## src/rtl/smbus_ctrl_pkg.sv

```systemverilog
package smbus_ctrl_pkg;
  typedef enum logic [2:0] {
    ST_IDLE,
    ST_ADDR,
    ST_ACK,
    ST_RX,
    ST_TX,
    ST_MACK,
    ST_IGNORE
  } slv_state_e;
endpackage

```

## src/rtl/smbus_line_sync.sv

```systemverilog
module smbus_line_sync #(
  parameter int STAGES = 2
) (
  input  logic clk,
  input  logic rst_n,
  input  logic d_i,
  output logic q_o,
  output logic rise_o,
  output logic fall_o
);
  logic [STAGES-1:0] chain;
  logic              prev;

  always_ff @(posedge clk or negedge rst_n) begin
    if (!rst_n) begin
      chain <= '1;
      prev  <= 1'b1;
    end else begin
      chain <= {chain[STAGES-2:0], d_i};
      prev  <= chain[STAGES-1];
    end
  end

  assign q_o    = chain[STAGES-1];
  assign rise_o = q_o & ~prev;
  assign fall_o = ~q_o & prev;
endmodule

```

## src/rtl/smbus_cond_detect.sv

```systemverilog
module smbus_cond_detect (
  input  logic scl_q,
  input  logic sda_rise,
  input  logic sda_fall,
  output logic start_o,
  output logic stop_o
);
  assign start_o = scl_q & sda_fall;
  assign stop_o  = scl_q & sda_rise;
endmodule

```

## src/rtl/smbus_reg_bank.sv

```systemverilog
module smbus_reg_bank #(
  parameter int NUM_REGS = 10,
  parameter int IDXW     = 4
) (
  input  logic                  clk,
  input  logic                  rst_n,
  input  logic                  wr_en,
  input  logic [IDXW-1:0]       wr_idx,
  input  logic [7:0]            wr_data,
  input  logic [IDXW-1:0]       rd_idx,
  output logic [7:0]            rd_data,
  output logic [NUM_REGS*8-1:0] regs_o
);
  for (genvar i = 0; i < NUM_REGS; i++) begin : g_reg
    logic [7:0] val;
    always_ff @(posedge clk or negedge rst_n) begin
      if (!rst_n)
        val <= 8'h00;
      else if (wr_en && wr_idx == IDXW'(i))
        val <= wr_data;
    end
    assign regs_o[i*8 +: 8] = val;
  end

  always_comb begin
    rd_data = 8'hFF;
    for (int i = 0; i < NUM_REGS; i++)
      if (rd_idx == IDXW'(i)) rd_data = regs_o[i*8 +: 8];
  end
endmodule

```

## src/rtl/smbus_ctrl_slave.sv

```systemverilog
module smbus_ctrl_slave
  import smbus_ctrl_pkg::*;
#(
  parameter int         NUM_REGS    = 10,
  parameter logic [6:0] DEV_ADDR    = 7'h69,
  parameter int         SYNC_STAGES = 2
) (
  input  logic                  clk,
  input  logic                  rst_n,
  input  logic                  scl_i,
  input  logic                  sda_i,
  output logic                  sda_oe,
  output logic [NUM_REGS*8-1:0] regs_o
);
  localparam int              IDXW       = $clog2(NUM_REGS + 3);
  localparam logic [IDXW-1:0] CNT_MAX    = IDXW'(NUM_REGS + 2);
  localparam logic [IDXW-1:0] HDR_BYTES  = IDXW'(2);
  localparam logic [7:0]      COUNT_BYTE = 8'(NUM_REGS);
  localparam logic [7:0]      ADDR_WR    = {DEV_ADDR, 1'b0};
  localparam logic [7:0]      ADDR_RD    = {DEV_ADDR, 1'b1};

  logic scl_q, scl_rise, scl_fall;
  logic sda_q, sda_rise, sda_fall;
  logic start_evt, stop_evt;

  smbus_line_sync #(.STAGES(SYNC_STAGES)) u_scl_sync (
    .clk(clk), .rst_n(rst_n), .d_i(scl_i),
    .q_o(scl_q), .rise_o(scl_rise), .fall_o(scl_fall));

  smbus_line_sync #(.STAGES(SYNC_STAGES)) u_sda_sync (
    .clk(clk), .rst_n(rst_n), .d_i(sda_i),
    .q_o(sda_q), .rise_o(sda_rise), .fall_o(sda_fall));

  smbus_cond_detect u_cond (
    .scl_q(scl_q), .sda_rise(sda_rise), .sda_fall(sda_fall),
    .start_o(start_evt), .stop_o(stop_evt));

  slv_state_e      state;
  logic [3:0]      bitcnt;
  logic [7:0]      shreg;
  logic [7:0]      txsh;
  logic [IDXW-1:0] byte_cnt;
  logic            is_read;
  logic            mack_ok;

  logic            byte_done;
  logic            wr_en;
  logic [IDXW-1:0] wr_idx;
  logic [IDXW-1:0] rd_idx;
  logic [7:0]      rd_data;
  logic [7:0]      tx_next;
  logic [IDXW-1:0] cnt_inc;

  assign byte_done = scl_fall && (bitcnt == 4'd8);
  assign wr_en     = (state == ST_RX) && byte_done &&
                     (byte_cnt >= HDR_BYTES) && (byte_cnt < CNT_MAX);
  assign wr_idx    = byte_cnt - HDR_BYTES;
  assign rd_idx    = byte_cnt - IDXW'(1);
  assign cnt_inc   = (byte_cnt == CNT_MAX) ? byte_cnt : byte_cnt + IDXW'(1);

  always_comb begin
    if (byte_cnt == '0) tx_next = COUNT_BYTE;
    else                tx_next = rd_data;
  end

  smbus_reg_bank #(.NUM_REGS(NUM_REGS), .IDXW(IDXW)) u_bank (
    .clk(clk), .rst_n(rst_n),
    .wr_en(wr_en), .wr_idx(wr_idx), .wr_data(shreg),
    .rd_idx(rd_idx), .rd_data(rd_data), .regs_o(regs_o));

  always_ff @(posedge clk or negedge rst_n) begin
    if (!rst_n) begin
      state    <= ST_IDLE;
      sda_oe   <= 1'b0;
      bitcnt   <= '0;
      shreg    <= '0;
      txsh     <= '0;
      byte_cnt <= '0;
      is_read  <= 1'b0;
      mack_ok  <= 1'b0;
    end else if (start_evt) begin
      state    <= ST_ADDR;
      sda_oe   <= 1'b0;
      bitcnt   <= '0;
      byte_cnt <= '0;
    end else if (stop_evt) begin
      state    <= ST_IDLE;
      sda_oe   <= 1'b0;
    end else begin
      case (state)
        ST_ADDR, ST_RX: begin
          if (scl_rise) begin
            shreg  <= {shreg[6:0], sda_q};
            bitcnt <= bitcnt + 4'd1;
          end
          if (byte_done) begin
            bitcnt <= '0;
            if (state == ST_ADDR) begin
              if (shreg == ADDR_WR || shreg == ADDR_RD) begin
                sda_oe  <= 1'b1;
                is_read <= shreg[0];
                state   <= ST_ACK;
              end else begin
                state   <= ST_IGNORE;
              end
            end else if (byte_cnt < CNT_MAX) begin
              sda_oe   <= 1'b1;
              byte_cnt <= cnt_inc;
              state    <= ST_ACK;
            end else begin
              state    <= ST_IGNORE;
            end
          end
        end
        ST_ACK: begin
          if (scl_fall) begin
            bitcnt <= '0;
            if (is_read) begin
              sda_oe   <= ~tx_next[7];
              txsh     <= {tx_next[6:0], 1'b0};
              byte_cnt <= cnt_inc;
              state    <= ST_TX;
            end else begin
              sda_oe   <= 1'b0;
              state    <= ST_RX;
            end
          end
        end
        ST_TX: begin
          if (scl_rise) bitcnt <= bitcnt + 4'd1;
          if (byte_done) begin
            sda_oe <= 1'b0;
            bitcnt <= '0;
            state  <= ST_MACK;
          end else if (scl_fall) begin
            sda_oe <= ~txsh[7];
            txsh   <= {txsh[6:0], 1'b0};
          end
        end
        ST_MACK: begin
          if (scl_rise) mack_ok <= ~sda_q;
          if (scl_fall) begin
            if (mack_ok) begin
              sda_oe   <= ~tx_next[7];
              txsh     <= {tx_next[6:0], 1'b0};
              byte_cnt <= cnt_inc;
              state    <= ST_TX;
            end else begin
              state    <= ST_IGNORE;
            end
          end
        end
        default: ;
      endcase
    end
  end
endmodule

```

## config.mk

```make
export PLATFORM = sky130hd
export DESIGN_NAME = smbus_ctrl_slave
export DESIGN_NICKNAME = d
export VERILOG_FILES = /design/src/rtl/smbus_ctrl_pkg.sv /design/src/rtl/smbus_line_sync.sv /design/src/rtl/smbus_cond_detect.sv /design/src/rtl/smbus_reg_bank.sv /design/src/rtl/smbus_ctrl_slave.sv
export SDC_FILE = /design/constraint.sdc
export NUM_CORES = 1
export LEC_CHECK = 0
export BUFFER_PORTS_ARGS = -buffer_cell sky130_fd_sc_hd__buf_4
export CAP_MARGIN = 25
export CORE_MARGIN = 3
export CORE_UTILIZATION = 50
export CTS_BUF_LIST = sky130_fd_sc_hd__clkbuf_16
export CTS_CLUSTER_DIAMETER = 100
export DETAILED_ROUTE_END_ITERATION = 10
export PLACE_DENSITY = 0.82
export SYNTH_ARGS = -nofsm -noshare
export SYNTH_HDL_FRONTEND = slang
export SYNTH_SLANG_ARGS = --single-unit
```

## constraint.sdc

```tcl
create_clock -name clk -period 4.3 [get_ports clk]
set_input_delay 0 -clock clk [delete_from_list [all_inputs] [get_ports clk]]
set_output_delay 0 -clock clk [all_outputs]
set_load 0.005 [all_outputs]
```

==> results of run 1 <==
[Yosys cell counts, types with 8 or more instances]
| library cell | n |
|---|---|
| a21oi_1 | 24 |
| clkbuf_1 | 23 |
| nand2_1 | 33 |
| dfrtp_1 | 109 |
| mux2_2 | 63 |
| nor2_1 | 27 |
| nor2b_1 | 17 |
| a211oi_1 | 10 |
| o21ai_0 | 27 |
| inv_1 | 22 |
| o31ai_1 | 8 |
| nand3_1 | 25 |
| ha_1 | 12 |
| mux2_1 | 25 |
| nand2b_1 | 11 |
| a221oi_1 | 8 |
[worst reg2reg max path, stage by stage, from the launching register on]
cell and delay (ns):
dfrtp_1 0.77, clkinv_1 0.55, ha_1 0.37, a21boi_2 0.17, xnor2_1 0.56, buf_4 0.24, nand3_1 0.07, o21ai_0 0.09
a211oi_1 0.07, a221oi_1 0.35
[how the worst max path moves through the flow]
stage                      from       to  slack, ns
floorplan           byte_cnt[2]   sda_oe       1.79
global placement    byte_cnt[1]   sda_oe       1.25
detailed placement  byte_cnt[2]  txsh[6]       1.05
CTS                 byte_cnt[2]  txsh[6]       1.03
global route        byte_cnt[2]  txsh[6]       0.77
finish              byte_cnt[2]  txsh[6]       0.94
[cell families after synthesis]
kind of cell,Yosys count,share of synthesized area
AOI/OAI and AO/OA,131,0.150
xor gates and xnor gates,5,0.00730
adders and majority gates,14,0.0286
buffers and inverters,53,0.0342
DFF,115,0.481
muxes,91,0.170
and+or+nand+nor,148,0.130
[state kept, by name, indices dropped and copies added (netlist names)]
| name | cells |
|---|---|
| txsh | 7 |
| u_scl_sync.prev | 1 |
| bitcnt | 4 |
| u_sda_sync.chain | 2 |
| u_scl_sync.chain | 2 |
| state | 3 |
| is_read | 1 |
| byte_cnt | 4 |
| u_sda_sync.prev | 1 |
| mack_ok | 1 |
| u_bank.g.val | 80 |
| sda_oe | 1 |
| shreg | 8 |
[power breakdown]
| group | switching, mW | total [mW] | leakage (nW) | internal (mW) |
|---|---|---|---|---|
| Sequential | 0.244 | 1.42 | 1.57 | 1.18 |
| Clock | 0.485 | 1.44 | 0.297 | 0.951 |
| Combinational | 0.813 | 1.30 | 1.74 | 0.491 |
[per-layer routing]
| metal | wire [um] | part of all wire |
|---|---|---|
| met4 | 488 | 0.028 |
| met2 | 8330 | 0.48 |
| met3 | 1620 | 0.094 |
| met5 | 0 | 0 |
| met1 | 6800 | 0.39 |
[layout make-up]
type	instances	area (um^2)	share of cell area
Sequential cell	115	2890	0.392
Inverter	23	86.3	0.0117
Tap cell	143	179	0.0243
Multi-Input combinational cell	389	2910	0.395
Clock buffer	17	425	0.0578
Clock inverter	15	171	0.0233
Timing Repair Buffer	92	706	0.0958
[repair_timing]
| item | CTS | global route |
|---|---|---|
| setup buffers | 0 | 0 |
| hold endpoints to repair | 71 | 0 |
| hold buffers | 3 | 0 |
| endpoints found under the setup margin | 0 | 0 |
==> out/results.ini, run 1 <==
[worst_hold_path]
hold_path_startpoint = scl_i
hold_end = u_scl_sync.chain[0]
min_delay_path_depth = 2
min_path_type = primary input to flop

[layout]
diodes = 0
drive_gt1_frac = 0.306
final_cell_mix = dfrtp_1 (109), buf_4 (88), mux2_2 (63)
layout_commonest_cell = dfrtp_1
area_delta_synth_final_pct = 22.7
final_util = 0.637
fin_area_um2 = 7370
fin_nets = 654
fill_cells = 847
final_cells = 794

[drt]
via_count = 5069
drc_errors = 0
ant_nets = 0
viasPerCell = 6.38
first_pass_iters = 5
drt_iter0_markers = 498
wire_per_inst_um = 21.7
wl_um = 17200

[clock_network]
clk_path_buf_depth = 2
clk_pin_slew_ns = 0.06
cts_resized = 0
cts_tree = yes
cts_max_level = 4
root_buffer = clkbuf_16
cts_sinks = 115
cts_made_buffers = 17
clock_latency_ns = 0.42

[yosys]
ys.flop_type = dfrtp_1
syn-cell-area_um2 = 6000
synth_seq_cells = 115
yosysUniqueCellTypes = 65
synth_warnings = 0
synthDominantCellAreaShare = 0.454
syn_area_per_cell_um2 = 10.8
syn-instance-count = 557
yosysTopAreaCell = dfrtp_1
synth_area_leaders = dfrtp_1 (45%), mux2_2 (12%), mux2_1 (4.7%), dfstp_2 (2.6%), ha_1 (2.5%)
synthArstFlopShare = 1.00
synth_nets = 573
synth_edf_count = 0
ys_seq_area_frac = 0.481

[global_route]
grt_pass1_wl_um = 27500
use_met1 = 0.353
grt_pass1_vias = 5107
use_met3 = 0.0574
grt_util_met2 = 0.431
grt_overflow = 0
grtUsageTotal = 0.268
grt_max_degree = 71
busiest_layer = met2
antenna_found_initial = 0

[critical_path]
crit_fanout = 23
cp.required_ns = 4.60
critPathSlowestCell = dfrtp_1
cpLargestDelayFamily = buffers and inverters
cpPeakStageDelay_ns = 0.77
critPathArrivalTime_ns = 3.66
end_kind = flop
path_buf_inv = 2
r2r_slack_ns = 0.94
worstRegToRegCells = 9
critPathKind = flop to flop
r2r_start = byte_cnt[2]
worstPathCellList = clkinv_1 -> ha_1 -> a21boi_2 -> xnor2_1 -> buf_4 -> nand3_1 -> o21ai_0 -> a211oi_1 -> a221oi_1
critPathLaunchType = flop
worstSetupPathDepth = 9
worstReg2RegEnd = txsh[6]

[status]
outcome = finished, final reports clean

[placement]
placed_cell_area_um2 = 6720
preCtsSetupSlack_ns = 1.05
portBuffers = 84
place_congestion = 0.935
dpl.hpwl_um = 11500
dpl.cell_count = 758

[floorplanning]
dieArea_um2 = 13400
row_count = 39
initial_core_util = 0.519
ioPinCount = 85
die_x_um = 116
core-area_um2 = 11600
die_h_um = 116

[sta]
hold_viol = 0
fin_crit_ns = 3.36
timing.fmax_ghz = 0.298
relSlewSlack = 0.382
setup_viol = 0
tightest_slew_ns = 0.927
period_share = 0.781
rsz0062_at_grt = no
timing.hold.ws_ns = 0.241
setup_slack_ns = 0.941
setup_tns_ns = 0
drv_slew = 0
fin_skew_ns = 0.0105

[power]
power_mw = 4.16
power_density_nw_per_um2 = 565
leakagePower_nw = 3.60
irDropWorstVdd_mv = 0.290

[run]
maxCapViolCount = 0

Power figures use the tool's default switching activity.
==> run 2, diff against run 1 <==
==> constraint.sdc (replaced) <==
create_clock -name clk -period 3.2 [get_ports clk]
set_input_delay 0 -clock clk [delete_from_list [all_inputs] [get_ports clk]]
set_output_delay 0 -clock clk [all_outputs]
set_load 0.005 [all_outputs]
==> out/results.ini, run 2 (synthesis gave the netlist of run 1 again) <==
[status]
outcome = finished, final reports clean

[drt]
viasPerCell = 6.27
wl_um = 17300
first_pass_iters = 5
via_count = 5026
wire_per_inst_um = 21.6
drt_iter0_markers = 425
ant_nets = 0
drc_errors = 0

[sta]
relSlewSlack = 0.494
hold_viol = 0
setup_viol = 0
fin_crit_ns = 2.62
timing.fmax_ghz = 0.381
setup_tns_ns = 0
drv_slew = 0
period_share = 0.820
fin_skew_ns = 0.00722
tightest_slew_ns = 0.754
timing.hold.ws_ns = 0.183
rsz0062_at_grt = no

[layout]
final_cell_mix = dfrtp_1 (109), buf_4 (97), mux2_2 (63)
area_delta_synth_final_pct = 24.7
layout_commonest_cell = dfrtp_1
largest_reg_flops = 80
reg_top3 = u_bank.g.val x80, shreg x8, txsh x7
final_util = 0.647
largest-register = u_bank.g.val
fin_nets = 662
diodes = 0
drive_gt1_frac = 0.320

[floorplanning]
initial_core_util = 0.519
die_x_um = 116
die_h_um = 116
row_count = 39
dieArea_um2 = 13400
core-area_um2 = 11600
ioPinCount = 85

[critical_path]
worstRegToRegCells = 9
end_kind = flop
cp.required_ns = 3.51
critPathLaunchType = flop
crit_fanout = 24
critPathArrivalTime_ns = 2.93
critPathKind = flop to flop

[clock_network]
post_cts_buffers = 0
clk_pin_slew_ns = 0.06
cts_tree = yes
cts_max_level = 4
clk_path_buf_depth = 2
cts_sinks = 115
clock_latency_ns = 0.43
cts_made_buffers = 17
root_buffer = clkbuf_16

[global_route]
antenna_found_initial = 0
grt_pass1_wl_um = 27300
grt_max_degree = 63
grtUsageTotal = 0.271
grt_pass1_vias = 4933
grt_overflow = 0

[placement]
place_congestion = 0.961
portBuffers = 84
dpl.hpwl_um = 12000

[run]
maxCapViolCount = 0

[power]
leakagePower_nw = 3.65
irDropWorstVdd_mv = 0.689
power_density_nw_per_um2 = 777

[worst_hold_path]
min_path_type = primary input to asynchronous set/reset pin

==> run 2: layout make-up <==
cell class	instances	area (um^2)
tap	143	179
timing repair buffer	100	758
multi-input combinational	389	2910
clock buffer	17	425
fill	870	4080
inverter	23	86.3
sequential	115	2890
clock inverter	15	238
==> run 2: metrics by stage <==
step | total power [mW] | setup WS, ns | std cells | area [um^2]
after global routing | 6.07 | 0.315 | 802 | 7480
final | 5.81 | 0.576 | 802 | 7480
after CTS | 5.76 | 0.632 | 802 | 7480
after global placement | 3.55 | 0.765 | 767 | 6790
after floorplan | 3.08 | 0.693 | 557 | 6000
after detailed placement | 3.61 | 0.661 | 767 | 6790
==> run 2: timing repair <==
action / in CTS / in global routing
hold endpoints to repair: 56 / 0
hold buffers: 3 / 0
resized for setup: 0 / 0
==> run 2: layer usage <==
metal  routed length [um]  share of wire  GRT usage  up-vias
met2                 8100           0.47      0.413      279
li1                     -              -          -     2218
met3                 1450          0.084     0.0799       52
met1                 7140           0.41      0.362     2477
met4                  613          0.035      0.120        0
met5                    0              0          0        -
==> run 2: final timing paths <==
check                      slack (ns)                     end           startpoint
setup / recovery                 0.58                 txsh[3]          byte_cnt[1]
hold / removal                   0.18  u_bank.g_reg[1].val[5]                rst_n
setup reg to reg                 0.58                 txsh[3]          byte_cnt[1]
hold reg to reg                  0.36     u_scl_sync.chain[1]  u_scl_sync.chain[0]
max in group asynchronous        2.11                 is_read                rst_n
min in group clk                 0.22     u_sda_sync.chain[0]                sda_i
==> run 2: critical path, stage by stage, from the launching register on <==
cell and delay (ns):
dfrtp_1 0.45, inv_1 0.21, ha_1 0.45, buf_4 0.33, nand2b_1 0.20, nand2_1 0.11
nor2_1 0.29, a22oi_1 0.15, o211ai_1 0.21, nand3_1 0.10
==> run 2: power breakdown <==
| part | total, mW | internal [mW] | switching (mW) |
|---|---|---|---|
| sequential | 1.90 | 1.58 | 0.321 |
| clock | 2.15 | 1.45 | 0.699 |
| combinational | 1.76 | 0.694 | 1.07 |
| total | 5.81 | 3.73 | 2.09 |
